**src/rtl/mbus_pkg.sv**
```systemverilog
package mbus_pkg;
  typedef enum logic [2:0] {
    K_FETCH = 3'd0,
    K_MRD   = 3'd1,
    K_MWR   = 3'd2,
    K_IORD  = 3'd3,
    K_IOWR  = 3'd4
  } kind_e;

  // {io_m, s1, s0} per cycle kind
  function automatic logic [2:0] status_of(kind_e k);
    case (k)
      K_FETCH: return 3'b011;
      K_MRD:   return 3'b010;
      K_MWR:   return 3'b001;
      K_IORD:  return 3'b110;
      K_IOWR:  return 3'b101;
      default: return 3'b000;
    endcase
  endfunction

  function automatic logic is_write(kind_e k);
    return (k == K_MWR) || (k == K_IOWR);
  endfunction

  function automatic logic [2:0] last_t(kind_e k);
    return (k == K_FETCH) ? 3'd4 : 3'd3;
  endfunction

  function automatic logic code_ok(logic [2:0] c);
    return c <= 3'd4;
  endfunction
endpackage

```
**src/rtl/mbus_seq.sv**
```systemverilog
module mbus_seq
  import mbus_pkg::*;
#(
  parameter int CLK_PER_T = 2
) (
  input  logic                              clk,
  input  logic                              rst,
  input  logic                              req_valid,
  input  logic [2:0]                        req_kind,
  output logic                              accept,
  output logic [2:0]                        nxt_t,
  output logic [$clog2(CLK_PER_T)-1:0]      nxt_ph,
  output kind_e                             nxt_kind,
  output logic                              cap_en,
  output logic                              fin
);
  localparam int PH_W = $clog2(CLK_PER_T);
  localparam logic [PH_W-1:0] PH_LAST = PH_W'(CLK_PER_T - 1);

  logic [2:0]      t_q;      // 0 = idle, 1..4 = T-state
  logic [PH_W-1:0] ph_q;
  kind_e           kind_q;

  assign accept   = (t_q == 3'd0) && req_valid && code_ok(req_kind);
  assign nxt_kind = accept ? kind_e'(req_kind) : kind_q;
  assign fin      = (t_q != 3'd0) && (ph_q == PH_LAST) && (t_q == last_t(kind_q));
  assign cap_en   = (t_q == 3'd3) && (ph_q == PH_LAST) && !is_write(kind_q);

  always_comb begin
    nxt_t  = t_q;
    nxt_ph = ph_q;
    if (t_q == 3'd0) begin
      if (accept) begin
        nxt_t  = 3'd1;
        nxt_ph = '0;
      end
    end else if (ph_q == PH_LAST) begin
      nxt_ph = '0;
      nxt_t  = fin ? 3'd0 : t_q + 3'd1;
    end else begin
      nxt_ph = ph_q + 1'b1;
    end
  end

  always_ff @(posedge clk) begin
    if (rst) begin
      t_q    <= 3'd0;
      ph_q   <= '0;
      kind_q <= K_FETCH;
    end else begin
      t_q    <= nxt_t;
      ph_q   <= nxt_ph;
      kind_q <= nxt_kind;
    end
  end

  AST_FOURTH_ONLY_FETCH: assert property (@(posedge clk) disable iff (rst)
    (t_q == 3'd4) |-> (kind_q == K_FETCH));
  AST_FIN_TO_IDLE: assert property (@(posedge clk) disable iff (rst)
    fin |=> (t_q == 3'd0));
  AST_NO_ACCEPT_BUSY: assert property (@(posedge clk) disable iff (rst)
    (t_q != 3'd0) |-> !accept);
endmodule

```
**src/rtl/mbus_pins.sv**
```systemverilog
module mbus_pins
  import mbus_pkg::*;
#(
  parameter int ADDR_W    = 16,
  parameter int DATA_W    = 8,
  parameter int CLK_PER_T = 2
) (
  input  logic                          clk,
  input  logic                          rst,
  input  logic                          accept,
  input  logic [ADDR_W-1:0]             req_addr,
  input  logic [DATA_W-1:0]             req_wdata,
  input  logic [2:0]                    nxt_t,
  input  logic [$clog2(CLK_PER_T)-1:0]  nxt_ph,
  input  kind_e                         nxt_kind,
  output logic                          busy,
  output logic [ADDR_W-DATA_W-1:0]      a_hi,
  output logic [DATA_W-1:0]             ad_out,
  output logic                          ad_oe,
  output logic                          ale,
  output logic                          io_m,
  output logic                          s1,
  output logic                          s0,
  output logic                          rd_n,
  output logic                          wr_n,
  output logic                          memr_n,
  output logic                          memw_n,
  output logic                          ior_n,
  output logic                          iow_n
);
  localparam int PH_W = $clog2(CLK_PER_T);
  localparam logic [PH_W-1:0] ALE_END = PH_W'(CLK_PER_T / 2);
  localparam int HI_W = ADDR_W - DATA_W;

  logic [ADDR_W-1:0] addr_q, addr_use;
  logic [DATA_W-1:0] wd_q, wd_use;

  logic            n_busy, n_ale, n_oe, n_rd, n_wr;
  logic [DATA_W-1:0] n_ad;
  logic [HI_W-1:0] n_hi;
  logic [2:0]      n_st;

  assign addr_use = accept ? req_addr  : addr_q;
  assign wd_use   = accept ? req_wdata : wd_q;

  always_ff @(posedge clk) begin
    if (rst) begin
      addr_q <= '0;
      wd_q   <= '0;
    end else if (accept) begin
      addr_q <= req_addr;
      wd_q   <= req_wdata;
    end
  end

  always_comb begin
    n_busy = (nxt_t != 3'd0);
    n_ale  = 1'b0;
    n_oe   = 1'b0;
    n_ad   = '0;
    n_rd   = 1'b1;
    n_wr   = 1'b1;
    n_hi   = '0;
    n_st   = 3'b000;
    if (n_busy) begin
      n_hi = addr_use[ADDR_W-1:DATA_W];
      n_st = status_of(nxt_kind);
      if (nxt_t == 3'd1) begin
        n_oe  = 1'b1;
        n_ad  = addr_use[DATA_W-1:0];
        n_ale = (nxt_ph < ALE_END);
      end else if ((nxt_t == 3'd2) || (nxt_t == 3'd3)) begin
        if (is_write(nxt_kind)) begin
          n_oe = 1'b1;
          n_ad = wd_use;
          n_wr = 1'b0;
        end else begin
          n_rd = 1'b0;
        end
      end
    end
  end

  always_ff @(posedge clk) begin
    if (rst) begin
      busy   <= 1'b0;
      a_hi   <= '0;
      ad_out <= '0;
      ad_oe  <= 1'b0;
      ale    <= 1'b0;
      {io_m, s1, s0} <= 3'b000;
      rd_n   <= 1'b1;
      wr_n   <= 1'b1;
      memr_n <= 1'b1;
      memw_n <= 1'b1;
      ior_n  <= 1'b1;
      iow_n  <= 1'b1;
    end else begin
      busy   <= n_busy;
      a_hi   <= n_hi;
      ad_out <= n_ad;
      ad_oe  <= n_oe;
      ale    <= n_ale;
      {io_m, s1, s0} <= n_st;
      rd_n   <= n_rd;
      wr_n   <= n_wr;
      memr_n <= n_st[2]  | n_rd;
      memw_n <= n_st[2]  | n_wr;
      ior_n  <= ~n_st[2] | n_rd;
      iow_n  <= ~n_st[2] | n_wr;
    end
  end

  AST_STROBES_EXCL: assert property (@(posedge clk) disable iff (rst)
    !(!rd_n && !wr_n));
  AST_ALE_QUIET: assert property (@(posedge clk) disable iff (rst)
    ale |-> (rd_n && wr_n));
  AST_ALE_IN_CYCLE: assert property (@(posedge clk) disable iff (rst)
    ale |-> (busy && ad_oe));
  AST_READ_FLOATS: assert property (@(posedge clk) disable iff (rst)
    !rd_n |-> !ad_oe);
  AST_DERIVED_ONEHOT: assert property (@(posedge clk) disable iff (rst)
    $onehot0(~{memr_n, memw_n, ior_n, iow_n}));
  AST_STATUS_HELD: assert property (@(posedge clk) disable iff (rst)
    (busy && $past(busy)) |-> $stable({io_m, s1, s0}));
endmodule

```
**src/rtl/mbus_capture.sv**
```systemverilog
module mbus_capture #(
  parameter int DATA_W = 8
) (
  input  logic              clk,
  input  logic              rst,
  input  logic              cap_en,
  input  logic              fin,
  input  logic [DATA_W-1:0] ad_in,
  output logic [DATA_W-1:0] rdata,
  output logic              done
);
  always_ff @(posedge clk) begin
    if (rst) begin
      rdata <= '0;
      done  <= 1'b0;
    end else begin
      done <= fin;
      if (cap_en) rdata <= ad_in;
    end
  end

  AST_DONE_PULSE: assert property (@(posedge clk) disable iff (rst)
    done |=> !done);
endmodule

```
**src/rtl/mbus_cycle_seq.sv**
```systemverilog
module mbus_cycle_seq
  import mbus_pkg::*;
#(
  parameter int ADDR_W    = 16,
  parameter int DATA_W    = 8,
  parameter int CLK_PER_T = 2
) (
  input  logic                     clk,
  input  logic                     rst,
  input  logic                     req_valid,
  input  logic [2:0]               req_kind,
  input  logic [ADDR_W-1:0]        req_addr,
  input  logic [DATA_W-1:0]        req_wdata,
  output logic                     busy,
  output logic                     done,
  output logic [DATA_W-1:0]        rdata,
  output logic [ADDR_W-DATA_W-1:0] a_hi,
  output logic [DATA_W-1:0]        ad_out,
  output logic                     ad_oe,
  input  logic [DATA_W-1:0]        ad_in,
  output logic                     ale,
  output logic                     io_m,
  output logic                     s1,
  output logic                     s0,
  output logic                     rd_n,
  output logic                     wr_n,
  output logic                     memr_n,
  output logic                     memw_n,
  output logic                     ior_n,
  output logic                     iow_n
);
  localparam int PH_W = $clog2(CLK_PER_T);

  logic            accept, cap_en, fin;
  logic [2:0]      nxt_t;
  logic [PH_W-1:0] nxt_ph;
  kind_e           nxt_kind;

  mbus_seq #(.CLK_PER_T(CLK_PER_T)) u_seq (
    .clk(clk), .rst(rst), .req_valid(req_valid), .req_kind(req_kind),
    .accept(accept), .nxt_t(nxt_t), .nxt_ph(nxt_ph), .nxt_kind(nxt_kind),
    .cap_en(cap_en), .fin(fin)
  );

  mbus_pins #(.ADDR_W(ADDR_W), .DATA_W(DATA_W), .CLK_PER_T(CLK_PER_T)) u_pins (
    .clk(clk), .rst(rst), .accept(accept), .req_addr(req_addr),
    .req_wdata(req_wdata), .nxt_t(nxt_t), .nxt_ph(nxt_ph), .nxt_kind(nxt_kind),
    .busy(busy), .a_hi(a_hi), .ad_out(ad_out), .ad_oe(ad_oe), .ale(ale),
    .io_m(io_m), .s1(s1), .s0(s0), .rd_n(rd_n), .wr_n(wr_n),
    .memr_n(memr_n), .memw_n(memw_n), .ior_n(ior_n), .iow_n(iow_n)
  );

  mbus_capture #(.DATA_W(DATA_W)) u_cap (
    .clk(clk), .rst(rst), .cap_en(cap_en), .fin(fin), .ad_in(ad_in),
    .rdata(rdata), .done(done)
  );
endmodule

```
**config.mk**
```make
export PLATFORM = sky130hd
export DESIGN_NAME = mbus_cycle_seq
export DESIGN_NICKNAME = d
export VERILOG_FILES = /design/src/rtl/mbus_pkg.sv /design/src/rtl/mbus_seq.sv /design/src/rtl/mbus_pins.sv /design/src/rtl/mbus_capture.sv /design/src/rtl/mbus_cycle_seq.sv
export SDC_FILE = /design/constraint.sdc
export NUM_CORES = 1
export LEC_CHECK = 0
export BUFFER_PORTS_ARGS = -buffer_cell sky130_fd_sc_hd__buf_2
export CAP_MARGIN = 25
export CORE_ASPECT_RATIO = 0.75
export CORE_MARGIN = 3
export CORE_UTILIZATION = 51
export DETAILED_ROUTE_END_ITERATION = 10
export PLACE_DENSITY = 0.75
export SLEW_MARGIN = 10
export SYNTH_ARGS = -nofsm -noshare
export SYNTH_HDL_FRONTEND = slang
export SYNTH_SLANG_ARGS = --single-unit
export TNS_END_PERCENT = 5
```
**constraint.sdc**
```tcl
create_clock -name clk -period 3.4 [get_ports clk]
set_input_delay 1.02 -clock clk [delete_from_list [all_inputs] [get_ports clk]]
set_output_delay 1.02 -clock clk [all_outputs]
set_load 0.05 [all_outputs]
```
==> results of run 1 <==
## power by group
| group | switching, mW | internal [mW] | leakage (nW) | total, mW |
|---|---|---|---|---|
| combinational | 0.175 | 0.0969 | 0.916 | 0.272 |
| clock | 0.302 | 0.435 | 0.110 | 0.738 |
| sequential | 0.0168 | 0.834 | 0.554 | 0.851 |
## registers in the layout, summed over array words and instances, names as in the netlist
name           flops
u_pins.addr_q     16
u_cap.rdata        8
u_pins.a_hi        8
u_pins.ad_out      8
u_pins.wd_q        8
u_seq.kind_q       3
u_seq.t_q          3
u_cap.done         1
u_pins.ad_oe       1
u_pins.ale         1
u_pins.busy        1
u_pins.io_m        1
u_pins.ior_n       1
u_pins.iow_n       1
u_pins.memr_n      1
u_pins.memw_n      1
u_pins.rd_n        1
u_pins.s0          1
u_pins.s1          1
u_pins.wr_n        1
u_seq.ph_q         1
## kinds of logic after synthesis
group,Yosys count,synth area share
xor gates and xnor gates,1,0.003259
and+or+nand+nor,99,0.2072
DFF,68,0.5065
adders and majority gates,3,0.01397
buffers and inverters,21,0.03678
muxes,33,0.1271
AOI/OAI and AO/OA,36,0.1052
## cell type report
type | count | area (um2)
fillers | 398 | 1639
flip-flops and latches | 68 | 1361
multi-input cells | 172 | 1227
repair buffers | 80 | 415.4
clock buffers | 11 | 141.4
well taps | 72 | 90.09
clock inverters | 5 | 85.08
inverters | 6 | 22.52
## placed cells by master (no fill, tap or decap), types with 2 or more instances in the layout
cell type	n
and3b_1	2
ha_1	3
buf_4	6
nand2b_1	2
inv_1	6
nand2_1	8
clkbuf_8	10
clkinv_4	2
nand4bb_1	7
bufinv_16	2
nand4_1	10
mux2i_1	24
and3_1	2
dfxtp_1	68
mux2_2	9
a21oi_1	17
buf_2	74
nor3_1	12
nand3_1	2
o211ai_1	2
a211oi_1	2
and2_1	12
nor2_1	34
## stage by stage
step | setup slack, ns | power [mW] | hold WS (ns) | cell area [um2]
5_1_grt | 0.6606 | 1.936 | 0.5140 | 3343
3_5_place_dp | 0.4808 | 1.139 | 0.4818 | 3117
2_1_floorplan | 0.8517 | 1.064 | 0.4529 | 2688
6_report | 0.8027 | 1.861 | 0.4932 | 3343
3_3_place_gp | 0.5348 | 1.134 | 0.4701 | 3117
4_1_cts | 0.8523 | 1.871 | 0.4988 | 3343
## worst max-delay path by stage
| stage | startpoint | end | cells after the start |
|---|---|---|---|
| floorplan | req_valid | u_pins.iow_n | 7 |
| global placement | req_valid | u_pins.iow_n | 6 |
| detailed placement | req_valid | u_pins.iow_n | 6 |
| CTS | req_valid | u_pins.iow_n | 6 |
| global route | u_seq.t_q[1] | u_pins.iow_n | 7 |
| finish | req_valid | u_pins.iow_n | 6 |
## metal layers
metal	up-vias	global-route usage	wire length, um
li1	1075	-	-
met1	1001	0.2658	2906
met2	55	0.3418	2763
met3	10	0.07484	340
met4	0	0.05927	73
met5	-	0	0
## worst reg2reg max path, cell delays in order (launching register included)
cell and delay, ns:
dfxtp_1 0.35, inv_1 0.15, ha_1 0.22, and3b_1 0.37
nand2_1 0.14, a2bb2oi_2 0.52, nor3_4 0.18, or4_1 0.52
==> metrics.md, run 1 <==
| Metric | Value |
|---|---|
| Final Util | `0.6710` |
| Yosys cell types | `46` |
| Max Slew Vio Count | `0` |
| Final cell count without fillers | `approximately 410` |
| Crit path buffers/inverters | `1` |
| Largest stage delay on the critical path | `0.52 ns` |
| Hold Crit Class | `reg2reg` |
| First-pass GRT wire length | `between 9000 and 10000 um` |
| Post-CTS sizing | `0` |
| Hold Crit Start | `u_cap.rdata[2]` |
| Routability-driven placement congestion ratio | `about 0.9` |
| Core ar. | `4982 um2` |
| Remaining antenna violation count after routing | `0` |
| Sequential share of the synthesized area | `0.5065` |
| Drt first-iter violations | `208` |
| #FFs+latches synth | `68` |
| Syn. warnings | `0` |
| Critical-path cell list | `buf_2, and3b_1, nand2_1, a2bb2oi_2, nor3_4, or4_1` |
| CTS Buf Count | `9` |
| Max-capacitance violation count | `0` |
| Total track usage | `0.2088` |
| Final wirelength | `6083 um` |
| Starting Density | `0.5394` |
| Post CTS Setup Buffer Count | `0` |
| R2R Path Start | `u_seq.t_q[1]` |
| Largest cells by area after synthesis | `dfxtp_1, mux2i_1, nor2_1` |
| Setup tns final | `0 ns` |
| Final net count | `378` |
| Slew HR | `0.5873` |
| DRT Pass-1 Iters | `4` |
| Synth cell count leaders | `dfxtp_1, nor2_1, mux2i_1` |
| CP Max Fanout | `12` |
| Status | `completed` |
| Die width | `approximately 90 um` |
| Hold Vio Cnt, Final | `0` |
| CTS Hold Buffers Added | `0` |
| DP HPWL | `between 4000 and 5000 um` |
| Initial antenna violation count | `0` |
| Worst Setup Start Kind | `input port` |
| Async SR Flop Fraction | `0` |
| H-tree Lvls | `3` |
| Die Y | `68.87 um` |
| Pwr Density | `between 500 and 600 nW/um2` |
| Worst EP required | `3.62 ns` |
| Vias in the first global route | `2035` |
| CP endpoint kind | `flip-flop` |
| Post-synth EDFFs | `0` |
| Root Buffer | `clkbuf_8` |
| Final worst clock skew | `0.004806 ns` |
| Worst-Skew Late Latency | `approximately 0.34 ns` |
| Most common cell in the netlist | `dfxtp_1` |
| Clock transition at path regs | `0.07 ns` |
| Worst Hold End | `u_cap.rdata[2]` |
| Reg-to-reg endpoint | `u_pins.iow_n` |
| Max Root-Sink Buffers | `2` |
| CP arrival | `2.82 ns` |
| Ys flop type | `dfxtp_1` |
| RSZ-0062 raised after global routing | `no` |
| Largest net degree at the start of global routing | `42` |
| DP Cell Count | `398` |
| Reg2Reg Setup Slack | `0.83 ns` |
| Worst Hold Depth | `2` |
| # clock sinks | `68` |
| Mapped Area | `2688 um2` |
| Final setup viols | `0` |
| P_leak | `1.579 nW` |
| Via/cell ratio | `5.171` |
| Mapped Nets | `302` |
| Maximum vdd drop | `0.3951 mV` |
| WS Path Type | `in2reg` |
| Area growth syn-to-layout | `24.39%` |
| Synth Instances | `261` |
| Layout cells sized above 1 | `0.3275` |
| Total global routing overflow | `0` |
| Post-route minimum period | `2.597 ns` |
| Slowest library cell on the worst path | `a2bb2oi_2` |
| CTS tree | `yes` |
| Antenna diode count | `0` |
| CP delay by family, top | `simple AND/OR/NAND/NOR gates` |
| Worst reg2reg path depth | `7` |
| Remaining DRCs | `0` |
| Post-DR wirelength/cell | `about 15 um` |
| Total number of vias | `between 2k and 2.5k` |
| Post-synth top area share | `0.5065` |
| Period utilization | `0.7639` |
| Yosys top cell by area | `dfxtp_1` |
| Slew at the pin with the worst max-slew slack | `0.6185 ns` |
| Fmax | `0.3850 GHz` |
| Port Buffers | `74` |
| Die area | `6186 um2` |
| Syn avg cell area | `between 10 and 15 um2` |
| # rows | `22` |
| I/O pin count | `75` |
Power figures use the tool's default switching activity.
==> run 2: changes to the inputs <==
--- a/config.mk
+++ b/config.mk
@@ -9,9 +9,9 @@
 export CAP_MARGIN = 25
 export CORE_ASPECT_RATIO = 0.75
 export CORE_MARGIN = 3
-export CORE_UTILIZATION = 51
+export CORE_UTILIZATION = 46
 export DETAILED_ROUTE_END_ITERATION = 10
-export PLACE_DENSITY = 0.75
+export PLACE_DENSITY = 0.72
 export SLEW_MARGIN = 10
 export SYNTH_ARGS = -nofsm -noshare
 export SYNTH_HDL_FRONTEND = slang
==> constraint.sdc (replaced) <==
create_clock -name clk -period 2.22 [get_ports clk]
set_input_delay 0.666 -clock clk [delete_from_list [all_inputs] [get_ports clk]]
set_output_delay 0.666 -clock clk [all_outputs]
set_load 0.05 [all_outputs]
==> run 2 against run 1 <==
Clock skew up 0.0047 ns. Cell count up 5.8%. Sequential power up 53%. Register-to-register slack worse by 0.74 ns. First-iteration DRC count down 61%. Non-clock buffer count up 21. Clock power up 54%. Global-route usage down 1.5 points. Combinational power up 77%. Critical path type is now reg2reg.
==> metrics.md, run 2 (synthesis gave the netlist of run 1 again) <==
| Metric | Value |
|---|---|
| Critical-path cell list | `inv_1, ha_4, and3b_2, a21oi_4, a2bb2o_1, a2bb2oi_1, or4b_1` |
| Largest stage delay on the critical path | `0.48 ns (-0.04 ns)` |
| Hold Vio Cnt, Final | `0 (unchanged)` |
| Worst hold slack | `0.4872 ns (-0.006021 ns)` |
| Combinational fraction of design power | `0.165 (+0.019)` |
| Post-DR wirelength/cell | `14.45 um (-1.7%)` |
| Port Buffers | `74 (unchanged)` |
| Antenna diode count | `0 (unchanged)` |
| Total global routing overflow | `0 (unchanged)` |
| DP HPWL | `4628 um (+6.7%)` |
| Max reg flops | `16 (unchanged)` |
| Routability-driven placement congestion ratio | `0.9594 (+3.7%)` |
| Slew at the pin with the worst max-slew slack | `0.5951 ns (-0.02337 ns)` |
| R2R Path Start | `u_seq.t_q[1]` |
| P_leak | `1.686 nW (+6.8%)` |
| DRT Pass-1 Iters | `4 (unchanged)` |
| Worst-Skew Late Latency | `0.34 ns (about the same)` |
| Register bank with the most flops | `u_pins.addr_q` |
| Fmax | `0.4697 GHz` |
| Final wirelength | `6327 um (+4.0%)` |
| Worst Hold End | `u_cap.rdata[1]` |
| Worst Hold Depth | `2 (unchanged)` |
| Initial antenna violation count | `0 (unchanged)` |
| Clock network power share | `0.389 (-0.007)` |
| Max Root-Sink Buffers | `2 (unchanged)` |
| CTS Buf Count | `9 (unchanged)` |
| Clock transition at path regs | `0.07 ns (about the same)` |
| Final Instance Area | `3551 um2 (+6.2%)` |
| CTS tree | `yes` |
| Area growth syn-to-layout | `32.12%` |
| Multi-input logic area | `1271 um2 (+3.6%)` |
| Final setup viols | `0 (unchanged)` |
| Remaining DRCs | `0 (unchanged)` |
| Hold Crit Class | `reg2reg` |
| First-pass GRT wire length | `10050 um (+1.1%)` |
| Starting Density | `0.4890 (-0.05047)` |
| Reg-to-reg endpoint | `u_pins.ior_n` |
| Sw Ratio | `0.2574 (-0.008321)` |
| FILL cells | `458 (+15%)` |
| Largest net degree at the start of global routing | `25 (-40%)` |
| Worst reg2reg path depth | `7 (unchanged)` |
| CP Max Fanout | `7 (-5)` |
| Worst EP required | `2.44 ns (-1.18 ns)` |
| Max-capacitance violation count | `0 (unchanged)` |
| Via/cell ratio | `5.180 (+0.17%)` |
| CP arrival | `2.35 ns (-0.47 ns)` |
| Post-route minimum period | `2.129 ns` |
| RSZ-0062 raised after global routing | `no` |
| WS Path Type | `reg2reg` |
| Root Buffer | `clkbuf_8` |
| # rows | `23 (+4.5%)` |
| I/O pin count | `75 (unchanged)` |
| Final worst clock skew | `0.009457 ns (+0.004651 ns)` |
| Max Slew Vio Count | `0 (unchanged)` |
| Drt first-iter violations | `82 (-61%)` |
| # clock sinks | `68 (unchanged)` |
| Total power | `2.921 mW (+57%)` |
| Die area | `6805 um2 (+10%)` |
| Internal power | `2.169 mW (+59%)` |
| Die width | `94.26 um (+4.9%)` |
| CP endpoint kind | `flip-flop` |
| Slew HR | `0.6021 (+0.01478)` |
| CTS Hold Buffers Added | `0 (unchanged)` |
| Period utilization | `0.9590` |
| Worst Setup Start Kind | `flip-flop` |
| Core ar. | `5497 um2 (+10%)` |
| Slowest library cell on the worst path | `or4b_1` |
| Total track usage | `0.1939 (-0.01488)` |
| Hold Crit Start | `u_cap.rdata[1]` |
| DP Area | `3263 um2 (+4.7%)` |
| Switching power total | `0.7518 mW (+52%)` |
| Flop pwr share | `0.446 (-0.011)` |
| Final net count | `399 (+5.6%)` |
| Maximum vdd drop | `0.4990 mV (+26%)` |
| Reg2Reg Setup Slack | `0.09 ns (-0.74 ns)` |
| H-tree Lvls | `3 (unchanged)` |
| Commonest non-fill, non-tap cell in the layout | `buf_2` |
| Vias in the first global route | `2131 (+4.7%)` |
| Pwr Density | `822.6 nW/um2 (+48%)` |
| Final Util | `0.6460 (-0.02499)` |
| Setup tns final | `0 ns (unchanged)` |
| Status | `completed` |
| Total number of vias | `2269 (+6.0%)` |
| Die Y | `72.20 um (+4.8%)` |
| Remaining antenna violation count after routing | `0 (unchanged)` |
| Storage cell area | `1363 um2 (about the same)` |
| Commonest non-fill, non-tap cells in the layout | `buf_2, dfxtp_1, nor2_1` |
| Layout cells sized above 1 | `0.3747 (+0.04717)` |
-- run 2: through the flow --
step                cells  worst slack (ns)
finish                438           0.09096
global route          438          0.003209
CTS                   437          0.003077
detailed placement    420           -0.1449
global placement      420          -0.04969
floorplan             261           0.02572
-- run 2: how the worst max path moves through the flow --
| stage | start | endpoint | cells after the start |
|---|---|---|---|
| finish | u_seq.t_q[1] | u_pins.ior_n | 7 |
| detailed placement | req_valid | u_pins.ior_n | 6 |
| floorplan | req_valid | u_pins.iow_n | 7 |
| CTS | u_seq.t_q[1] | u_pins.ior_n | 7 |
| global route | u_seq.t_q[1] | u_pins.ior_n | 7 |
| global placement | req_valid | u_pins.iow_n | 6 |
-- run 2: routing by layer --
layer / global-route usage / routed length (um)
met5: 0 / 0
met1: 0.2536 / 2840
met2: 0.2862 / 2871
met4: 0.06731 / 71
met3: 0.08601 / 543
-- run 2: worst max-delay path, delay by kind of cell, from the launching register on --
family | cells | cell delay, ns
flops | 1 | 0.35
compound gates | 3 | 0.64
fa+ha+maj | 1 | 0.18
simple gates | 2 | 0.75
buf+inv | 1 | 0.08
-- run 2: repair_timing --
action	in CTS	in global routing
pin swaps	2	3
setup endpoints to repair	2	17
setup buffers	1	1
resized for setup	3	5
-- run 2: final cells by class --
cell class,count,share of cell area
clock buffer,13,0.04475
sequential,68,0.3837
tap,75,0.02643
timing repair buffer,101,0.1614
multi-input combinational,172,0.3580
clock inverter,3,0.01938
inverter,6,0.006342
-- run 2: power by group through the flow --
stage	Clock, mW	Combinational, mW	Sequential, mW
final	1.14	0.482	1.30
after floorplan	0	0.229	1.40
after global placement	0	0.452	1.33
after global routing	1.21	0.523	1.31
after CTS	1.16	0.467	1.30
after detailed placement	0	0.459	1.33
==> run 3: changes to the inputs <==
--- a/config.mk
+++ b/config.mk
@@ -5,13 +5,14 @@
 export SDC_FILE = /design/constraint.sdc
 export NUM_CORES = 1
 export LEC_CHECK = 0
+export ABC_AREA = 1
 export BUFFER_PORTS_ARGS = -buffer_cell sky130_fd_sc_hd__buf_2
 export CAP_MARGIN = 25
-export CORE_ASPECT_RATIO = 0.75
+export CORE_ASPECT_RATIO = 1.75
 export CORE_MARGIN = 3
 export CORE_UTILIZATION = 46
 export DETAILED_ROUTE_END_ITERATION = 10
-export PLACE_DENSITY = 0.72
+export PLACE_DENSITY = 0.85
 export SLEW_MARGIN = 10
 export SYNTH_ARGS = -nofsm -noshare
 export SYNTH_HDL_FRONTEND = slang
==> run 3 against run 2 <==
Area after synthesis fell by 3.5%. Combinational power fell by 13%. Global-route usage fell by 1.1 points. Largest cell class unchanged.
==> metrics.md, run 3 <==
| Metric | Value |
|---|---|
| Status | `completed` |
| Mapped Nets | `364 (+21%)` |
| Die width | `62.75 um (-33%)` |
| Setup tns final | `0 ns (unchanged)` |
| Clock transition at path regs | `0.07 ns (about the same)` |
| R2R Path Start | `u_seq.t_q[0]` |
| Hold Vio Cnt, Final | `0 (unchanged)` |
| RSZ-0062 raised after global routing | `no` |
| Pwr Density | `827.8 nW/um2 (+0.63%)` |
| H-tree Lvls | `3 (unchanged)` |
| Die Y | `105.3 um (+46%)` |
| Syn. warnings | `0 (unchanged)` |
| Final worst clock skew | `0.005301 ns (-0.004156 ns)` |
| Reg-to-reg endpoint | `u_pins.io_m` |
| Async SR Flop Fraction | `0 (unchanged)` |
| CTS Buf Count | `9 (unchanged)` |
| Crit path launch | `u_seq.t_q[0]` |
| Register bank with the most flops | `u_pins.addr_q` |
| Routability-driven placement congestion ratio | `0.7779 (-19%)` |
| CP Depth | `13 (+6)` |
| Final net count | `443 (+11%)` |
| Fmax | `0.4922 GHz (+4.8%)` |
| Max Root-Sink Buffers | `2 (unchanged)` |
| P_leak | `1.583 nW (-6.2%)` |
| Largest stage delay on the critical path | `0.38 ns (-0.10 ns)` |
| Die area | `6608 um2 (-2.9%)` |
| Most common cell in the netlist | `nand2_1` |
| Ys flop type | `dfxtp_1` |
| Slew HR | `0.7545 (+0.1524)` |
| Total power | `2.660 mW (-8.9%)` |
| Syn avg cell area | `8.026 um2 (-22%)` |
| #FFs+latches synth | `68 (unchanged)` |
| Synth Instances | `323 (+24%)` |
| CP arrival | `2.26 ns (-0.09 ns)` |
| CP Capture Point | `u_pins.io_m` |
| Final wirelength | `5653 um (-11%)` |
| CP Max Fanout | `7 (unchanged)` |
| Yosys top cell by area | `dfxtp_1` |
| Layout cells sized above 1 | `0.2899 (-0.08473)` |
| Drt first-iter violations | `85 (+3.7%)` |
| Core ar. | `5343 um2 (-2.8%)` |
| CP endpoint kind | `flip-flop` |
| Max-capacitance violation count | `0 (unchanged)` |
| Reg2Reg Setup Slack | `0.19 ns (+0.10 ns)` |
| # rows | `35 (+52%)` |
| Slew at the pin with the worst max-slew slack | `0.3682 ns (-0.2269 ns)` |
| DP HPWL | `4340 um (-6.2%)` |
| Crit path buffers/inverters | `3 (+2)` |
| Root Buffer | `clkbuf_8` |
| Largest cells by area after synthesis | `dfxtp_1, nand2_1, nor2_1` |
| Yosys cell types | `23 (-50%)` |
| Largest net degree at the start of global routing | `21 (-16%)` |
| Vias in the first global route | `2223 (+4.3%)` |
| Synth cell count leaders | `nand2_1, dfxtp_1, nor2_1` |
| Initial antenna violation count | `0 (unchanged)` |
| DRT Pass-1 Iters | `6 (+2)` |
| WS Path Type | `reg2reg` |
| Total number of vias | `2281 (+0.53%)` |
| Worst-Skew Late Latency | `0.34 ns (about the same)` |
| I/O pin count | `75 (unchanged)` |
| Worst hold slack | `0.4743 ns (-0.01284 ns)` |
| Worst EP required | `2.45 ns (about the same)` |
| Total track usage | `0.1828 (-0.01112)` |
| Post-synth EDFFs | `0 (unchanged)` |
| Post-DR wirelength/cell | `11.75 um (-19%)` |
| Maximum vdd drop | `0.4104 mV (-18%)` |
| CTS tree | `yes` |
| Port Buffers | `74 (unchanged)` |
| CP delay by family, top | `simple AND/OR/NAND/NOR gates` |
| Critical-path cell list | `inv_1, ha_1, nand2_4, nand2_2, inv_2, nand3_2, nand2_1, nand2_2, nor2_2, nand2_1, nand2_4, buf_4, nor2_1` |
| First-pass GRT wire length | `9542 um (-5.1%)` |
| Post CTS Setup Buffer Count | `0 (-1)` |
| Period utilization | `0.9152 (-0.04386)` |
| Area growth syn-to-layout | `23.94%` |
| Post-synth top area share | `0.5251 (+0.01858)` |
| Worst reg2reg path depth | `13 (+6)` |
| Max reg flops | `16 (unchanged)` |
| Slowest library cell on the worst path | `dfxtp_1` |
| Starting Density | `0.4852 (-0.003714)` |
| # clock sinks | `68 (unchanged)` |
| Remaining DRCs | `0 (unchanged)` |
| Commonest non-fill, non-tap cells in the layout | `nand2_1, buf_2, dfxtp_1` |
| Total global routing overflow | `0 (unchanged)` |
| Max Slew Vio Count | `0 (unchanged)` |
| Commonest non-fill, non-tap cell in the layout | `nand2_1` |
| Via/cell ratio | `4.742 (-8.5%)` |
| Post-route minimum period | `2.032 ns (-0.09738 ns)` |
| CTS Hold Buffers Added | `0 (unchanged)` |
| Remaining antenna violation count after routing | `0 (unchanged)` |
| Worst Setup Start Kind | `flip-flop` |
| Sequential share of the synthesized area | `0.5251 (+0.01858)` |
| Mapped Area | `2592 um2 (-3.5%)` |
| Hold Crit Class | `reg2reg` |
| Antenna diode count | `0 (unchanged)` |
| Final setup viols | `0 (unchanged)` |
[run 3: cell types whose count changed in the layout (fill, tap and decap cells not counted), sizes merged, moves of 9 or more]
cell   change
a21oi     +10
and2      -12
buf       -22
inv       +20
mux2       -9
mux2i     -19
nand2     +81
nand3     +26
nand4     -10
nor2      +19
nor3      -12
[run 3: timing repair]
item | 4_1_cts | 5_1_grt
resized for setup | 0 | 3
hold endpoints to repair | 0 | 0
endpoints found under the setup margin | 0 | 11
[run 3: report_power, final]
part	internal, mW	leakage, nW	switching (mW)	total [mW]
clock	0.513	0.0931	0.431	0.944
combinational	0.129	0.936	0.289	0.418
sequential	1.28	0.554	0.0196	1.30
[run 3: tightest hold or removal path, stage by stage, from the launching register on]
cell and delay (ns):
dfxtp_1 0.30, nand2_1 0.07, a21oi_1 0.06
[run 3: worst min-delay path by stage]
| stage | startpoint | end | slack, ns | depth (start not counted) |
|---|---|---|---|---|
| 6_report | u_pins.addr_q[0] | u_pins.addr_q[0] | 0.47 | 2 |
| 5_1_grt | u_pins.addr_q[6] | u_pins.addr_q[6] | 0.50 | 2 |
| 4_1_cts | u_pins.addr_q[4] | u_pins.addr_q[4] | 0.48 | 2 |
| 3_5_place_dp | u_pins.addr_q[4] | u_pins.addr_q[4] | 0.47 | 2 |
| 3_3_place_gp | u_pins.wd_q[2] | u_pins.wd_q[2] | 0.46 | 2 |
| 2_1_floorplan | u_pins.addr_q[0] | u_pins.addr_q[0] | 0.45 | 2 |
[run 3: layout make-up]
cell class / count / area [um2]
Clock buffer: 11 / 131.4
Clock inverter: 5 / 52.55
Fill cell: 519 / 2130
Inverter: 26 / 97.59
Multi-Input combinational cell: 218 / 1065
Sequential cell: 68 / 1363
Tap cell: 74 / 92.59
Timing Repair Buffer: 79 / 411.6
[run 3: metrics by stage]
step	cells	setup slack (ns)	util	instance area, um2
floorplan	323	0.4219	-	2592
global placement	465	0.1503	0.5651	3019
detailed placement	465	0.09213	0.5651	3019
CTS	481	0.1589	0.5995	3203
global route	481	0.01612	0.6014	3213
finish	481	0.1883	0.6014	3213
[run 3: layer usage]
| layer | part of all wire | routed length, um | GRT usage |
|---|---|---|---|
| met1 | 0.38 | 2124 | 0.1818 |
| met2 | 0.54 | 3078 | 0.3400 |
| met3 | 0.051 | 287 | 0.03625 |
| met4 | 0.029 | 163 | 0.1122 |
| met5 | 0 | 0 | 0 |
[run 3: cells by family (layout without fill, tap and decap cells)]
family / Yosys count / after routing / synth area share
and+or+nand+nor: 172 / 172 / 0.2987
DFF: 68 / 68 / 0.5251
AOI/OAI and AO/OA: 38 / 38 / 0.07625
buffers and inverters: 37 / 121 / 0.06612
muxes: 5 / 5 / 0.01931
adders and majority gates: 3 / 3 / 0.01448
